## src/rtl/wh_pkg.sv

```systemverilog
`timescale 1ns/1ps
package wh_pkg;
  typedef enum logic [1:0] {
    FK_IDLE = 2'd0,
    FK_HEAD = 2'd1,
    FK_BODY = 2'd2,
    FK_TAIL = 2'd3
  } flit_kind_e;

  typedef enum logic [2:0] {
    DIR_LOCAL = 3'd0,
    DIR_NORTH = 3'd1,
    DIR_EAST  = 3'd2,
    DIR_SOUTH = 3'd3,
    DIR_WEST  = 3'd4
  } dir_e;

  localparam int KIND_W = 2;
  localparam int DIR_W  = 3;
endpackage

```

## src/rtl/wh_vc_fifo.sv

```systemverilog
`timescale 1ns/1ps
module wh_vc_fifo #(
  parameter int WIDTH = 10,
  parameter int DEPTH = 4
) (
  input  logic             clk,
  input  logic             rst_n,
  input  logic             wr_en,
  input  logic [WIDTH-1:0] wr_data,
  input  logic             rd_en,
  output logic [WIDTH-1:0] rd_data,
  output logic             empty,
  output logic             full
);
  localparam int PTR_W = (DEPTH > 1) ? $clog2(DEPTH) : 1;
  localparam int CNT_W = $clog2(DEPTH + 1);

  logic [WIDTH-1:0] store [DEPTH];
  logic [PTR_W-1:0] wr_ptr, rd_ptr;
  logic [CNT_W-1:0] used;
  logic             do_wr, do_rd;

  assign full    = (used == CNT_W'(DEPTH));
  assign empty   = (used == '0);
  assign do_wr   = wr_en && !full;
  assign do_rd   = rd_en && !empty;
  assign rd_data = store[rd_ptr];

  always_ff @(posedge clk) begin
    if (do_wr) store[wr_ptr] <= wr_data;
  end

  always_ff @(posedge clk or negedge rst_n) begin
    if (!rst_n) begin
      wr_ptr <= '0;
      rd_ptr <= '0;
      used   <= '0;
    end else begin
      if (do_wr) wr_ptr <= (wr_ptr == PTR_W'(DEPTH - 1)) ? '0 : wr_ptr + 1'b1;
      if (do_rd) rd_ptr <= (rd_ptr == PTR_W'(DEPTH - 1)) ? '0 : rd_ptr + 1'b1;
      unique case ({do_wr, do_rd})
        2'b10:   used <= used + 1'b1;
        2'b01:   used <= used - 1'b1;
        default: used <= used;
      endcase
    end
  end
endmodule

```

## src/rtl/wh_xy_route.sv

```systemverilog
`timescale 1ns/1ps
module wh_xy_route import wh_pkg::*; #(
  parameter int COORD_W = 2,
  parameter int LOC_X   = 1,
  parameter int LOC_Y   = 1
) (
  input  logic [COORD_W-1:0] dst_x,
  input  logic [COORD_W-1:0] dst_y,
  output logic [DIR_W-1:0]   dir
);
  localparam logic [COORD_W-1:0] HERE_X = COORD_W'(LOC_X);
  localparam logic [COORD_W-1:0] HERE_Y = COORD_W'(LOC_Y);

  always_comb begin
    if (dst_x > HERE_X)      dir = DIR_EAST;
    else if (dst_x < HERE_X) dir = DIR_WEST;
    else if (dst_y > HERE_Y) dir = DIR_SOUTH;
    else if (dst_y < HERE_Y) dir = DIR_NORTH;
    else                     dir = DIR_LOCAL;
  end
endmodule

```

## src/rtl/wh_rr_arb.sv

```systemverilog
`timescale 1ns/1ps
module wh_rr_arb #(
  parameter int N = 2,
  localparam int IDX_W = (N > 1) ? $clog2(N) : 1
) (
  input  logic             clk,
  input  logic             rst_n,
  input  logic [N-1:0]     req,
  output logic [N-1:0]     gnt,
  output logic [IDX_W-1:0] gnt_idx,
  output logic             any
);
  logic [IDX_W-1:0] last;

  always_comb begin
    gnt     = '0;
    gnt_idx = '0;
    any     = 1'b0;
    for (int k = 1; k <= N; k++) begin
      automatic int idx = (int'(last) + k) % N;
      if (!any && req[idx]) begin
        any      = 1'b1;
        gnt[idx] = 1'b1;
        gnt_idx  = IDX_W'(idx);
      end
    end
  end

  always_ff @(posedge clk or negedge rst_n) begin
    if (!rst_n)   last <= IDX_W'(N - 1);
    else if (any) last <= gnt_idx;
  end
endmodule

```

## src/rtl/wh_inport.sv

```systemverilog
`timescale 1ns/1ps
module wh_inport import wh_pkg::*; #(
  parameter int NUM_VC    = 2,
  parameter int DATA_W    = 8,
  parameter int BUF_DEPTH = 4,
  parameter int COORD_W   = 2,
  parameter int LOC_X     = 1,
  parameter int LOC_Y     = 1,
  localparam int VC_W     = (NUM_VC > 1) ? $clog2(NUM_VC) : 1
) (
  input  logic              clk,
  input  logic              rst_n,
  input  logic              in_valid,
  input  logic [VC_W-1:0]   in_vc,
  input  logic [1:0]        in_kind,
  input  logic [DATA_W-1:0] in_data,
  output logic [NUM_VC-1:0] vc_full,
  input  logic [NUM_VC-1:0] sw_ready,
  output logic              sw_valid,
  output logic [VC_W-1:0]   sw_vc,
  output logic [1:0]        sw_kind,
  output logic [DATA_W-1:0] sw_data,
  output logic [2:0]        sw_dir
);
  localparam int ENT_W = KIND_W + DATA_W;

  logic [NUM_VC-1:0] vc_empty, vc_req, vc_gnt;
  logic [ENT_W-1:0]  vc_front [NUM_VC];
  logic [DIR_W-1:0]  vc_dir   [NUM_VC];
  logic [VC_W-1:0]   gnt_idx;
  logic              gnt_any;
  logic              in_real;

  assign in_real = in_valid && (in_kind != FK_IDLE);

  for (genvar v = 0; v < NUM_VC; v++) begin : g_vc
    logic              wr;
    logic [KIND_W-1:0] f_kind;
    logic [DATA_W-1:0] f_data;
    logic [DIR_W-1:0]  head_dir;
    logic [DIR_W-1:0]  held_dir;

    assign wr = in_real && (in_vc == VC_W'(v));

    wh_vc_fifo #(.WIDTH(ENT_W), .DEPTH(BUF_DEPTH)) u_fifo (
      .clk     (clk),
      .rst_n   (rst_n),
      .wr_en   (wr),
      .wr_data ({in_kind, in_data}),
      .rd_en   (vc_gnt[v]),
      .rd_data (vc_front[v]),
      .empty   (vc_empty[v]),
      .full    (vc_full[v])
    );

    assign f_kind = vc_front[v][ENT_W-1 -: KIND_W];
    assign f_data = vc_front[v][DATA_W-1:0];

    wh_xy_route #(.COORD_W(COORD_W), .LOC_X(LOC_X), .LOC_Y(LOC_Y)) u_route (
      .dst_x (f_data[COORD_W-1:0]),
      .dst_y (f_data[2*COORD_W-1:COORD_W]),
      .dir   (head_dir)
    );

    // Wormhole: the head decides, the rest of the packet follows.
    always_ff @(posedge clk or negedge rst_n) begin
      if (!rst_n) held_dir <= DIR_LOCAL;
      else if (vc_gnt[v]) begin
        if (f_kind == FK_HEAD)      held_dir <= head_dir;
        else if (f_kind == FK_TAIL) held_dir <= DIR_LOCAL;
      end
    end

    assign vc_dir[v] = (f_kind == FK_HEAD) ? head_dir : held_dir;
    assign vc_req[v] = !vc_empty[v] && sw_ready[v];
  end

  wh_rr_arb #(.N(NUM_VC)) u_arb (
    .clk     (clk),
    .rst_n   (rst_n),
    .req     (vc_req),
    .gnt     (vc_gnt),
    .gnt_idx (gnt_idx),
    .any     (gnt_any)
  );

  always_comb begin
    sw_valid = gnt_any;
    sw_vc    = gnt_idx;
    sw_kind  = '0;
    sw_data  = '0;
    sw_dir   = '0;
    if (gnt_any) begin
      sw_kind = vc_front[gnt_idx][ENT_W-1 -: KIND_W];
      sw_data = vc_front[gnt_idx][DATA_W-1:0];
      sw_dir  = vc_dir[gnt_idx];
    end
  end
endmodule

```

## config.mk

```make
export PLATFORM = sky130hd
export DESIGN_NAME = wh_inport
export DESIGN_NICKNAME = d
export VERILOG_FILES = /design/src/rtl/wh_pkg.sv /design/src/rtl/wh_vc_fifo.sv /design/src/rtl/wh_xy_route.sv /design/src/rtl/wh_rr_arb.sv /design/src/rtl/wh_inport.sv
export SDC_FILE = /design/constraint.sdc
export NUM_CORES = 1
export LEC_CHECK = 0
export ABC_AREA = 1
export BUFFER_PORTS_ARGS = -buffer_cell sky130_fd_sc_hd__buf_4
export CORE_ASPECT_RATIO = 0.8
export CORE_MARGIN = 2
export CORE_UTILIZATION = 54
export CTS_CLUSTER_SIZE = 30
export DETAILED_ROUTE_END_ITERATION = 8
export PLACE_DENSITY_LB_ADDON = 0.1
export SYNTH_ARGS = -nofsm -noshare
export SYNTH_HDL_FRONTEND = slang
export SYNTH_SLANG_ARGS = --single-unit
```

## constraint.sdc

```tcl
create_clock -name clk -period 2 [get_ports clk]
set_clock_uncertainty 0.2 [all_clocks]
set_input_delay 0.3 -clock clk [delete_from_list [all_inputs] [get_ports clk]]
set_output_delay 0.3 -clock clk [all_outputs]
set_load 0.03 [all_outputs]
```

* After elaboration in Yosys (flattened, before gate mapping) *
Memory sizes are Yosys's and may differ from the RTL's.
Index checks and enable logic that the tools add are counted.

word-level totals
  bits in registers = 21
  RAM bits = 80
  bits of input ports = 16
  output and inout bits = 17
  word-level logic and storage cells = 128
  memories = 2

operators by class
  $add $sub $neg = 10
  order comparisons = 13
  eq/ne operators = 14
  muxes and demuxes = 49
  bitwise logic cells = 5
  reduce and logical (&&, ||, !) cells = 26

memory list
  memory                depth  bits a word  rd ports  clocked after Yosys merged registers in  write ports  RTL line          source
  g_vc[0].u_fifo.store  4      10           1         0                                        1            wh_vc_fifo.sv:18  logic [WIDTH-1:0] store [DEPTH];
  g_vc[1].u_fifo.store  4      10           1         0                                        1            wh_vc_fifo.sv:18

operator list
  kind                                                                              number
  3-bit 2-to-1 mux                                                                  16
  10-bit 2-to-1 mux                                                                 3
  1-bit 2-to-1 mux                                                                  18
  2-bit equality test (second input constant)                                       8
  2-bit 2-to-1 mux                                                                  7
  1-bit logical AND                                                                 12
  3-bit one-hot mux with 2 select lines                                             2
  2-bit nonzero test                                                                5
  2-bit by 1-bit adder with 2-bit output (second input constant)                    4
  2-bit by 1-bit equality test with 1-bit output (second input constant)            4
  2-bit by 1-bit greater-than comparator with 1-bit output (second input constant)  4
  2-bit by 1-bit < comparator with 1-bit output (second input constant)             4
  8-bit 2-to-1 mux                                                                  1
  3-bit by 1-bit adder with 3-bit output (second input constant)                    2
  3-bit equality test (second input constant)                                       2
  3-bit logical NOT                                                                 2
  2-bit by 3-bit < comparator with 1-bit output (second input constant)             2
  3-bit by 1-bit subtractor with 3-bit output (second input constant)               2
  1-bit logical NOT                                                                 5
  2-bit by 1-bit >= comparator with 1-bit output (second input constant)            2
  2-bit AND reduction                                                               2
  1-bit adder (second input constant)                                               2
  1-bit AND (first input constant)                                                  2
  1-bit demux with 1-bit select                                                     2
  other kinds (4)                                                                   4

* Logic depth before layout (Yosys ltp) *
Gate-level depths: netlist of run 1.

  depth in word-level cells = 15
  depth in mapped cells = 13
  depth with buffers taken out = 12

* Modules after synthesis *
From an unflattened synthesis of run 1, not the netlist that was laid out.

second synthesis, totals
  cells, all modules = 476
  area total of the unflattened synthesis = 4850.9 um^2

modules (own cells, without submodules)
  module       instances  cells an instance  area each (um^2)  seq. area each (um^2)
  wh_vc_fifo   2          177                2089.5            1376.3
  wh_inport    1          94                 533.0             150.1
  wh_xy_route  2          8                  35.0              0.0
  wh_rr_arb    1          12                 68.8              26.3

* Least setup slack after synthesis of run 1 *
Ideal clock, no wire load.

  path kind = flip-flop to flip-flop
  start point = reg g_vc[1].u_fifo.used[1]
  end point = reg g_vc[0].u_fifo.used[2]
  library setup time = 0.131 ns
  arrival = 1.885 ns
  data required time = 1.669 ns
  setup slack = -0.216 ns
  stages on the path, launching flop included = 13
  buffers on the path = 0
  period minus slack after synthesis = 2.216 ns
  cell sequence = dfrtp_1 nor2_1 nand2_1 nand2_1 or2_1 nand2_2 inv_2 ha_1 inv_1 fa_1 a21oi_1 o21ai_0 xor2_1

on the way
  cells in the longest elaborated chain, start to end = 13
  elaborated cells between the ends (all ways) = 20
  those cells by class = 2 x eq/ne; 10 x mux; 1 x bitwise; 7 x reduce/logical

RTL lines
  item                                                                                   RTL line          source
  start: declaration                                                                     wh_vc_fifo.sv:20  logic [CNT_W-1:0] used;
  start signal: assignment                                                               wh_vc_fifo.sv:42  2'b10: used <= used + 1'b1;
  start signal: assignment                                                               wh_vc_fifo.sv:43  2'b01: used <= used - 1'b1;
  start signal: assignment                                                               wh_vc_fifo.sv:44  default: used <= used;
  3-bit logical NOT *                                                                    wh_vc_fifo.sv:24  assign empty = (used == '0);
  1-bit logical NOT *                                                                    wh_inport.sv:75   assign vc_req[v] = !vc_empty[v] && sw_ready[v];
  1-bit logical AND *                                                                    wh_inport.sv:75
  1-bit 2-to-1 mux (implied by the code) (3 in a row)                                    wh_rr_arb.sv:21   if (!any && req[idx]) begin
  1-bit 2-to-1 mux                                                                       wh_rr_arb.sv:21
  1-bit logical NOT                                                                      wh_rr_arb.sv:21
  1-bit logical AND                                                                      wh_rr_arb.sv:21
  2-bit 2-to-1 mux *                                                                     wh_rr_arb.sv:21
  1-bit logical AND *                                                                    wh_vc_fifo.sv:26  assign do_rd = rd_en && !empty;
  named net g_vc[0].u_fifo.do_rd                                                         wh_vc_fifo.sv:21  logic do_wr, do_rd;
  2-bit by 1-bit equality test with 1-bit output or 2-bit equality test (tied branches)  wh_vc_fifo.sv:41  unique case ({do_wr, do_rd})
  3-bit one-hot mux with 2 select lines or 2-bit nonzero test (tied branches)            -
  end signal: assignment                                                                 wh_vc_fifo.sv:42
  end signal: assignment                                                                 wh_vc_fifo.sv:43
  end signal: assignment                                                                 wh_vc_fifo.sv:44
  end: declaration                                                                       wh_vc_fifo.sv:20

Mark *: on every way through the listed nets, which the timed path passes. The rest lies on a longest branch. The select of a mux whose other input is x is not followed.
A chain may end at the register's enable or synchronous reset.

* Worst setup path after layout of run 1 *
  start point = reg g_vc[1].u_fifo.used[0]
  end point = out sw_data[5]

on the way
  cells in the longest elaborated chain, start to end = 15
  elaborated cells between the ends (all ways) = 20
  those cells by class = 14 x mux; 1 x bitwise; 5 x reduce/logical

RTL lines
  item                                                  RTL line          source
  3-bit logical NOT *                                   wh_vc_fifo.sv:24
  1-bit logical NOT *                                   wh_inport.sv:75
  1-bit logical AND *                                   wh_inport.sv:75
  1-bit 2-to-1 mux (implied by the code) (3 in a row)   wh_rr_arb.sv:21
  1-bit 2-to-1 mux                                      wh_rr_arb.sv:21
  1-bit logical NOT                                     wh_rr_arb.sv:21
  1-bit logical AND                                     wh_rr_arb.sv:21
  1-bit 2-to-1 mux                                      wh_rr_arb.sv:21
  1-bit NOT with 2-bit output (implied by the code)     wh_inport.sv:95   sw_data = vc_front[gnt_idx][DATA_W-1:0];
  10-bit 2-to-1 mux (implied by the code) (3 in a row)  wh_inport.sv:95
  8-bit 2-to-1 mux *                                    wh_inport.sv:93   if (gnt_any) begin
  end: declaration                                      wh_inport.sv:22   output logic [DATA_W-1:0] sw_data,

Mark *: on every way between the ends. The rest lies on a longest branch, timed or not. The select of a mux whose other input is x is not followed.

==> results of run 1 <==
metrics by stage:
step | std cells | TNS [ps] | hold WS [ps]
after floorplan | 436 | -448 | -196
after global placement | 610 | -367 | 9.83
after detailed placement | 610 | -781 | 13.6
after CTS | 656 | -5210 | 53.8
after global routing | 664 | -7540 | 59.5
final | 664 | -5510 | 54.8
synthesized netlist by cell type (2+ instances only):
library cell | count | share of area, %
xor2_1 | 2 | 0.38
nand2_2 | 5 | 0.69
inv_1 | 40 | 3.3
buf_4 | 5 | 0.82
o21ai_1 | 6 | 0.66
o21ai_0 | 18 | 2.0
edfxtp_1 | 80 | 53
a32o_1 | 3 | 0.66
nor3_1 | 3 | 0.33
nor2_1 | 23 | 1.9
a21oi_1 | 18 | 2.0
buf_6 | 2 | 0.49
nand2_1 | 137 | 11
ha_1 | 12 | 3.3
nand3_1 | 30 | 3.3
fa_1 | 2 | 0.88
inv_2 | 6 | 0.49
buf_2 | 9 | 0.99
dfrtp_1 | 20 | 11
o22ai_1 | 4 | 0.55
xnor2_1 | 2 | 0.38
a22oi_1 | 4 | 0.66
area by class of cell:
type / count / area share, %
clock buffer: 11 / 2.29
timing repair buffer: 119 / 16.8
sequential: 101 / 47.5
clock inverter: 5 / 0.972
inverter: 46 / 3.10
tap: 108 / 2.19
multi-input combinational: 273 / 27.1
timing repair inverter: 1 / 0.0810
registers in the layout (all words and copies together), names as in the netlist:
| register | cells |
|---|---|
| g_vc.u_fifo.store | 80 |
| g_vc.u_fifo.rd_ptr | 4 |
| u_arb.last | 1 |
| g_vc.u_fifo.wr_ptr | 4 |
| g_vc.u_fifo.used | 6 |
| g_vc.held_dir | 6 |
report_power, final:
group / switching (mW) / internal (mW)
Combinational: 2.97 / 2.17
Sequential: 0.195 / 2.61
Clock: 0.692 / 0.615
how the worst max path moves through the flow:
stage                            from                      to  slack [ps]
6_report       g_vc[1].u_fifo.used[0]              sw_data[5]        -430
5_1_grt        g_vc[1].u_fifo.used[0]               sw_dir[1]        -530
4_1_cts        g_vc[1].u_fifo.used[1]              sw_data[7]        -400
3_5_place_dp   g_vc[0].u_fifo.used[0]  g_vc[0].u_fifo.used[2]        -160
3_3_place_gp   g_vc[0].u_fifo.used[0]  g_vc[0].u_fifo.used[2]        -140
2_1_floorplan  g_vc[1].u_fifo.used[0]  g_vc[0].u_fifo.used[2]        -140
layer usage:
layer	vias up	GRT usage (%)	wire [µm]
met5	-	0	0
met4	0	8.26	202
met3	16	6.99	703
met2	114	40.1	5160
met1	1655	32.7	4810
li1	1685	-	-
what timing repair did:
action,CTS,global route
hold buffers,9,0
hold endpoints to repair,85,0
gates cloned,3,2
endpoints found under the setup margin,57,100
gates resized for setup,78,44
setup buffers,20,7
pin swaps,19,16
cells by family after synthesis:
family,after synthesis,synth area share (%)
AND/OR/NAND/NOR,201,18.0
XOR/XNOR,4,0.769
AO/OA/AOI/OAI,54,6.67
buffers and inverters,62,6.10
adder cells (fa/ha/maj),14,4.17
flip-flops,101,64.3
==> flow_metrics.py, run 1 <==
metrics = {
    "status": {
        "status": "complete, but fails checks",
        "violations": "negative setup slack",
    },
    "layout": {
        "nets": 581,
        "area.sequential_um2": 2930,
        "layout-area-overhead-vs-synth_pct": 35.6,
        "drive_above_1_share_pct": 39.2,
        "num_antenna_cells": 0,
        "utilization_pct": 76.7,
        "stdcell_area_um2": 6180,
        "final_common_cell": "nand2_1",
        "multi_input_area_um2": 1670,
        "n_fill_cell": 520,
        "layout_common_cells": "nand2_1, buf_4, edfxtp_1",
    },
    "logic_synthesis": {
        "syn_area_um2": 4560,
        "postSynthAreaPerCell_um2": 10.4,
        "async_flop_share_pct": 20.8,
        "ys.warnings.count": 0,
        "syn_nets": 466,
        "synth-main-ff-cell": "edfxtp_1",
        "synth_cell_types": 27,
        "syn_inst": 436,
        "synth_edf_count": 80,
        "yosysSeqAreaShare_pct": 64.3,
        "yosys_register_bits": 101,
    },
    "die": {
        "dieWidth_um": 107,
        "core_area_um2": 8060,
        "initial_utilization_pct": 56.6,
        "die-area_um2": 9190,
        "io-pin-count": 33,
        "num_rows": 29,
        "die_h_um": 86.2,
    },
    "worst_setup_path": {
        "cp_num_cells": 10,
        "cp_slowest_stage_delay_ps": 400,
        "crit_chain": "nor2_2 -> nand2_1 -> nand2_2 -> inv_2 -> nand2_4 -> clkinvlp_4 -> buf_6 -> nand2_1 -> o21ai_1 -> buf_4",
        "cpLargestDelayFamily": "buffers and inverters",
        "reg2reg_depth": 12,
        "r2r-start": "g_vc[1].u_fifo.used[0]",
        "worstSetupPathType": "reg2out",
        "end_kind": "primary output",
        "cp_data_required_time_ps": 1500,
        "critPathMaxFanout": 8,
        "regToRegSetupSlack_ps": -310,
        "r2r_end": "g_vc[0].u_fifo.used[2]",
        "path_buf_inv": 4,
        "cp_data_arrival_time_ps": 1930,
        "cp_slowest_cell": "dfrtp_1",
        "crit_top_cell": "nand2_1",
        "start_kind": "register",
    },
    "timing": {
        "finalWorstSetupSlack_ps": -429,
        "tightestPinTransition_ps": 304,
        "max-slew-margin-rel_pct": 79.7,
        "drv_slew": 0,
        "setup_viol": 18,
        "min_period_ps": 2430,
        "finalHoldViolations": 0,
        "period_share_pct": 121,
        "fmax_ghz": 0.412,
        "rsz0062_at_grt": "true",
    },
    "placement": {
        "dp.final_hpwl_um": 6970,
        "gp_congestion": 0.814,
        "placed_area_um2": 5260,
        "pre_cts_slack_ps": -157,
        "io_buffers": 32,
    },
    "hold_path": {
        "hp-start": "in_kind[1]",
        "hold_path_end": "g_vc[0].u_fifo.store[0][9]",
        "whs_path_depth": 2,
        "worstHoldPathType": "in2reg",
    },
    "detailed_routing": {
        "first_pass_iters": 5,
        "wl_per_cell_um": 16.4,
        "drc_errors": 0,
        "viasPerCell": 5.23,
        "drt-total-wl_um": 10900,
        "drtIter0Drc": 255,
        "vias": 3470,
        "detail-route-antenna-nets": 0,
    },
    "pwr": {
        "leakagePower_nw": 2.62,
        "power_mw": 9.26,
        "power.density_nw_per_um2": 1500,
        "peakVddDrop_mv": 0.865,
    },
    "clock_tree": {
        "worst_setup_hold_path_clk_slew_ps": 100,
        "clk_latency_ps": 370,
        "cts_max_level": 3,
        "clockBufferDepth": 2,
        "cts_tree": "done",
        "cts.sinks": 101,
        "cts_made_buffers": 9,
        "cts_root_buf": "clkbuf_8",
    },
    "global_route": {
        "grt_max_degree": 22,
        "grtUsageTotal_pct": 24.8,
        "grt_first_pass_wirelength_um": 17100,
        "antenna_found_initial": 0,
        "first_global_vias": 3532,
        "overflow": 0,
    },
    "flow_run": {
        "cap_violations": 0,
    },
}
Note: power is estimated with default switching activity, not from simulation.
==> run 2, diff against run 1 <==
--- a/config.mk
+++ b/config.mk
@@ -9,7 +9,8 @@
 export BUFFER_PORTS_ARGS = -buffer_cell sky130_fd_sc_hd__buf_4
 export CORE_ASPECT_RATIO = 0.8
 export CORE_MARGIN = 2
-export CORE_UTILIZATION = 54
+export CORE_UTILIZATION = 56
+export CTS_BUF_LIST = sky130_fd_sc_hd__clkbuf_8
 export CTS_CLUSTER_SIZE = 30
 export DETAILED_ROUTE_END_ITERATION = 8
 export PLACE_DENSITY_LB_ADDON = 0.1
==> constraint.sdc (replaced) <==
create_clock -name clk -period 2 [get_ports clk]
set_clock_uncertainty 0.2 [all_clocks]
set_input_delay 0.3 -clock clk [delete_from_list [all_inputs] [get_ports clk]]
set_output_delay 0.3 -clock clk [all_outputs]
set_load 0.02 [all_outputs]
==> run 2 against run 1 <==
  * The flow still finishes with violations (negative setup slack)
  * Worst setup slack got worse by 0.95 ps
  * Non-clock buffer count fell by 1
  * Design area fell by 0.81%
  * Via count shrank 1.2%
  * Highest routed layer unchanged
  * First-iteration DRC count down 26%
  * Die area is 3.4% lower
  * Sequential power barely moved
  * Global-route usage decreased by 0.33 points
  * Total power decreased by 3.2%
  * Largest power group unchanged
==> flow_metrics.py, run 2 (synthesis results as in run 1) <==
metrics = {
    "worst_setup_path": {
        "cp_data_required_time_ps": 1500,
        "critPathMaxFanout": 8,
        "worstSetupPathType": "reg2out",
        "cp_slowest_stage_delay_ps": 400,
        "cpLargestDelayFamily": "buffers and inverters",
        "start_kind": "register",
        "critPathLaunch": "g_vc[1].u_fifo.used[0]",
        "cp_slowest_cell": "dfrtp_1",
        "r2r-start": "g_vc[1].u_fifo.used[0]",
        "crit_top_cell": "nand2_2",
        "crit_chain": "nor2_2 -> nand2_2 -> nand2_2 -> inv_2 -> nand2_4 -> clkinvlp_4 -> buf_12 -> nand2_1 -> o21ai_1 -> buf_4",
        "path_buf_inv": 4,
        "end_kind": "primary output",
        "cp_data_arrival_time_ps": 1930,
    },
    "global_route": {
        "first_global_vias": 3516,
        "grt_first_pass_wirelength_um": 16500,
        "grt_max_degree": 22,
        "overflow": 0,
        "grtUsageTotal_pct": 24.5,
        "antenna_found_initial": 0,
    },
    "status": {
        "violations": "negative setup slack",
        "status": "complete, but fails checks",
    },
    "detailed_routing": {
        "detail-route-antenna-nets": 0,
        "drt-total-wl_um": 10600,
        "vias": 3430,
        "drc_errors": 0,
        "first_pass_iters": 4,
        "wl_per_cell_um": 16.0,
        "viasPerCell": 5.18,
        "drtIter0Drc": 188,
    },
    "clock_tree": {
        "cts_tree": "done",
        "cts_max_level": 3,
        "cts.sinks": 101,
        "clockBufferDepth": 2,
        "worst_setup_hold_path_clk_slew_ps": 100,
        "cts_root_buf": "clkbuf_8",
        "cts_made_buffers": 9,
        "clk_latency_ps": 370,
    },
    "die": {
        "die-area_um2": 8880,
        "die_h_um": 84.7,
        "num_rows": 29,
        "dieWidth_um": 105,
        "core_area_um2": 7910,
        "initial_utilization_pct": 57.6,
        "io-pin-count": 33,
    },
    "pwr": {
        "leakagePower_nw": 2.60,
        "p_switching_mw": 3.59,
        "p_int_mw": 5.37,
        "clkPwrFrac_pct": 13.9,
        "peakVddDrop_mv": 0.781,
        "swShare_pct": 40.1,
        "pwr-share-seq_pct": 31.3,
        "combPwrFrac_pct": 54.7,
        "power.density_nw_per_um2": 1460,
    },
    "hold_path": {
        "worstHoldPathType": "in2reg",
        "hp-start": "sw_ready[0]",
    },
    "layout": {
        "area.sequential_um2": 2930,
        "largest_reg_flops": 80,
        "final_common_cell": "nand2_1",
        "reg_top3": "g_vc.u_fifo.store (80), g_vc.held_dir (6), g_vc.u_fifo.used (6)",
        "layout_common_cells": "nand2_1, buf_4, edfxtp_1",
        "n_fill_cell": 520,
        "utilization_pct": 77.4,
        "regMostFlops": "g_vc.u_fifo.store",
        "num_antenna_cells": 0,
        "drive_above_1_share_pct": 36.6,
        "layout-area-overhead-vs-synth_pct": 34.5,
        "nets": 579,
        "multi_input_area_um2": 1650,
    },
    "timing": {
        "tightestPinTransition_ps": 428,
        "rsz0062_at_grt": "true",
        "period_share_pct": 121,
        "max-slew-margin-rel_pct": 71.2,
        "drv_slew": 0,
        "fmax_ghz": 0.412,
        "finalHoldViolations": 0,
        "min_period_ps": 2430,
        "setup_viol": 19,
        "finalWorstSetupSlack_ps": -430,
    },
    "placement": {
        "dp.final_hpwl_um": 7150,
        "gp_congestion": 0.823,
        "io_buffers": 32,
        "pre_cts_slack_ps": -244,
    },
    "flow_run": {
        "cap_violations": 0,
    },
}
run 2: cell count changes in the layout (fill, tap and decap cells not counted), moves of 2 or more:
cell | before | now
nor2_1 | 9 | 15
nand3_2 | 8 | 3
inv_4 | 4 | 2
o22ai_2 | 2 | 0
o22ai_4 | 1 | 4
buf_6 | 27 | 25
nor3_2 | 0 | 2
o21ai_2 | 6 | 4
nor2_2 | 8 | 3
nand3_1 | 22 | 27
nor3_4 | 3 | 1
run 2: layout make-up:
cell class              instances  area share, %
well taps                     108           2.21
clock buffers                   9           2.02
repair buffers                118           16.8
multi-input cells             273           26.9
inverters                      46           3.13
flip-flops and latches        101           47.9
clock inverters                 7           1.10
run 2: through the flow:
step	cells	setup TNS (ps)	instance area (µm²)	hold slack (ps)	power (mW)
final	662	-5190	6130	28.5	8.96
after global routing	662	-6940	6130	47.6	9.50
after CTS	658	-4600	5930	36.7	8.58
after detailed placement	619	-774	5320	10.7	6.61
after global placement	619	-431	5320	8.82	6.49
after floorplan	436	-298	4600	-196	5.12
run 2: power groups by stage:
stage	registers [mW]	logic, mW	clock network, mW
finish	2.81	4.91	1.25
global route	2.84	5.33	1.34
CTS	2.80	4.52	1.26
detailed placement	2.81	3.80	0
global placement	2.80	3.69	0
floorplan	2.79	2.32	0
run 2: what timing repair did:
| item | in CTS | in global routing |
|---|---|---|
| setup endpoints to repair | 19 | 99 |
| endpoints found under the hold margin | 77 | 0 |
| buffers inserted | 14 | 3 |
| pin swaps | 15 | 18 |
| cloned | 0 | 2 |
| hold buffers | 9 | 0 |
| resized for setup | 65 | 51 |
run 2: path summary, 6_finish.rpt:
| kind | endpoint | slack (ps) | depth (start not counted) |
|---|---|---|---|
| max in group asynchronous | u_arb.last | 1170 | 2 |
| setup / recovery | sw_data[7] | -430 | 10 |
| setup reg to reg | g_vc[0].u_fifo.used[2] | -240 | 13 |
| hold / removal | u_arb.last | 30 | 4 |
| hold reg to reg | g_vc[0].held_dir[2] | 290 | 2 |
| min in group asynchronous | g_vc[0].u_fifo.wr_ptr[1] | 160 | 2 |
run 2: worst min-delay path, delay by kind of cell:
family | cells | cell delay [ps]
buffers and inverters | 1 | 90
and+or+nand+nor | 3 | 210
run 2: routing by layer:
| layer | routed length [µm] | global-route usage (%) |
|---|---|---|
| met1 | 4520 | 31.0 |
| met5 | 0 | 0 |
| met4 | 193 | 8.85 |
| met2 | 5390 | 42.7 |
| met3 | 468 | 4.35 |
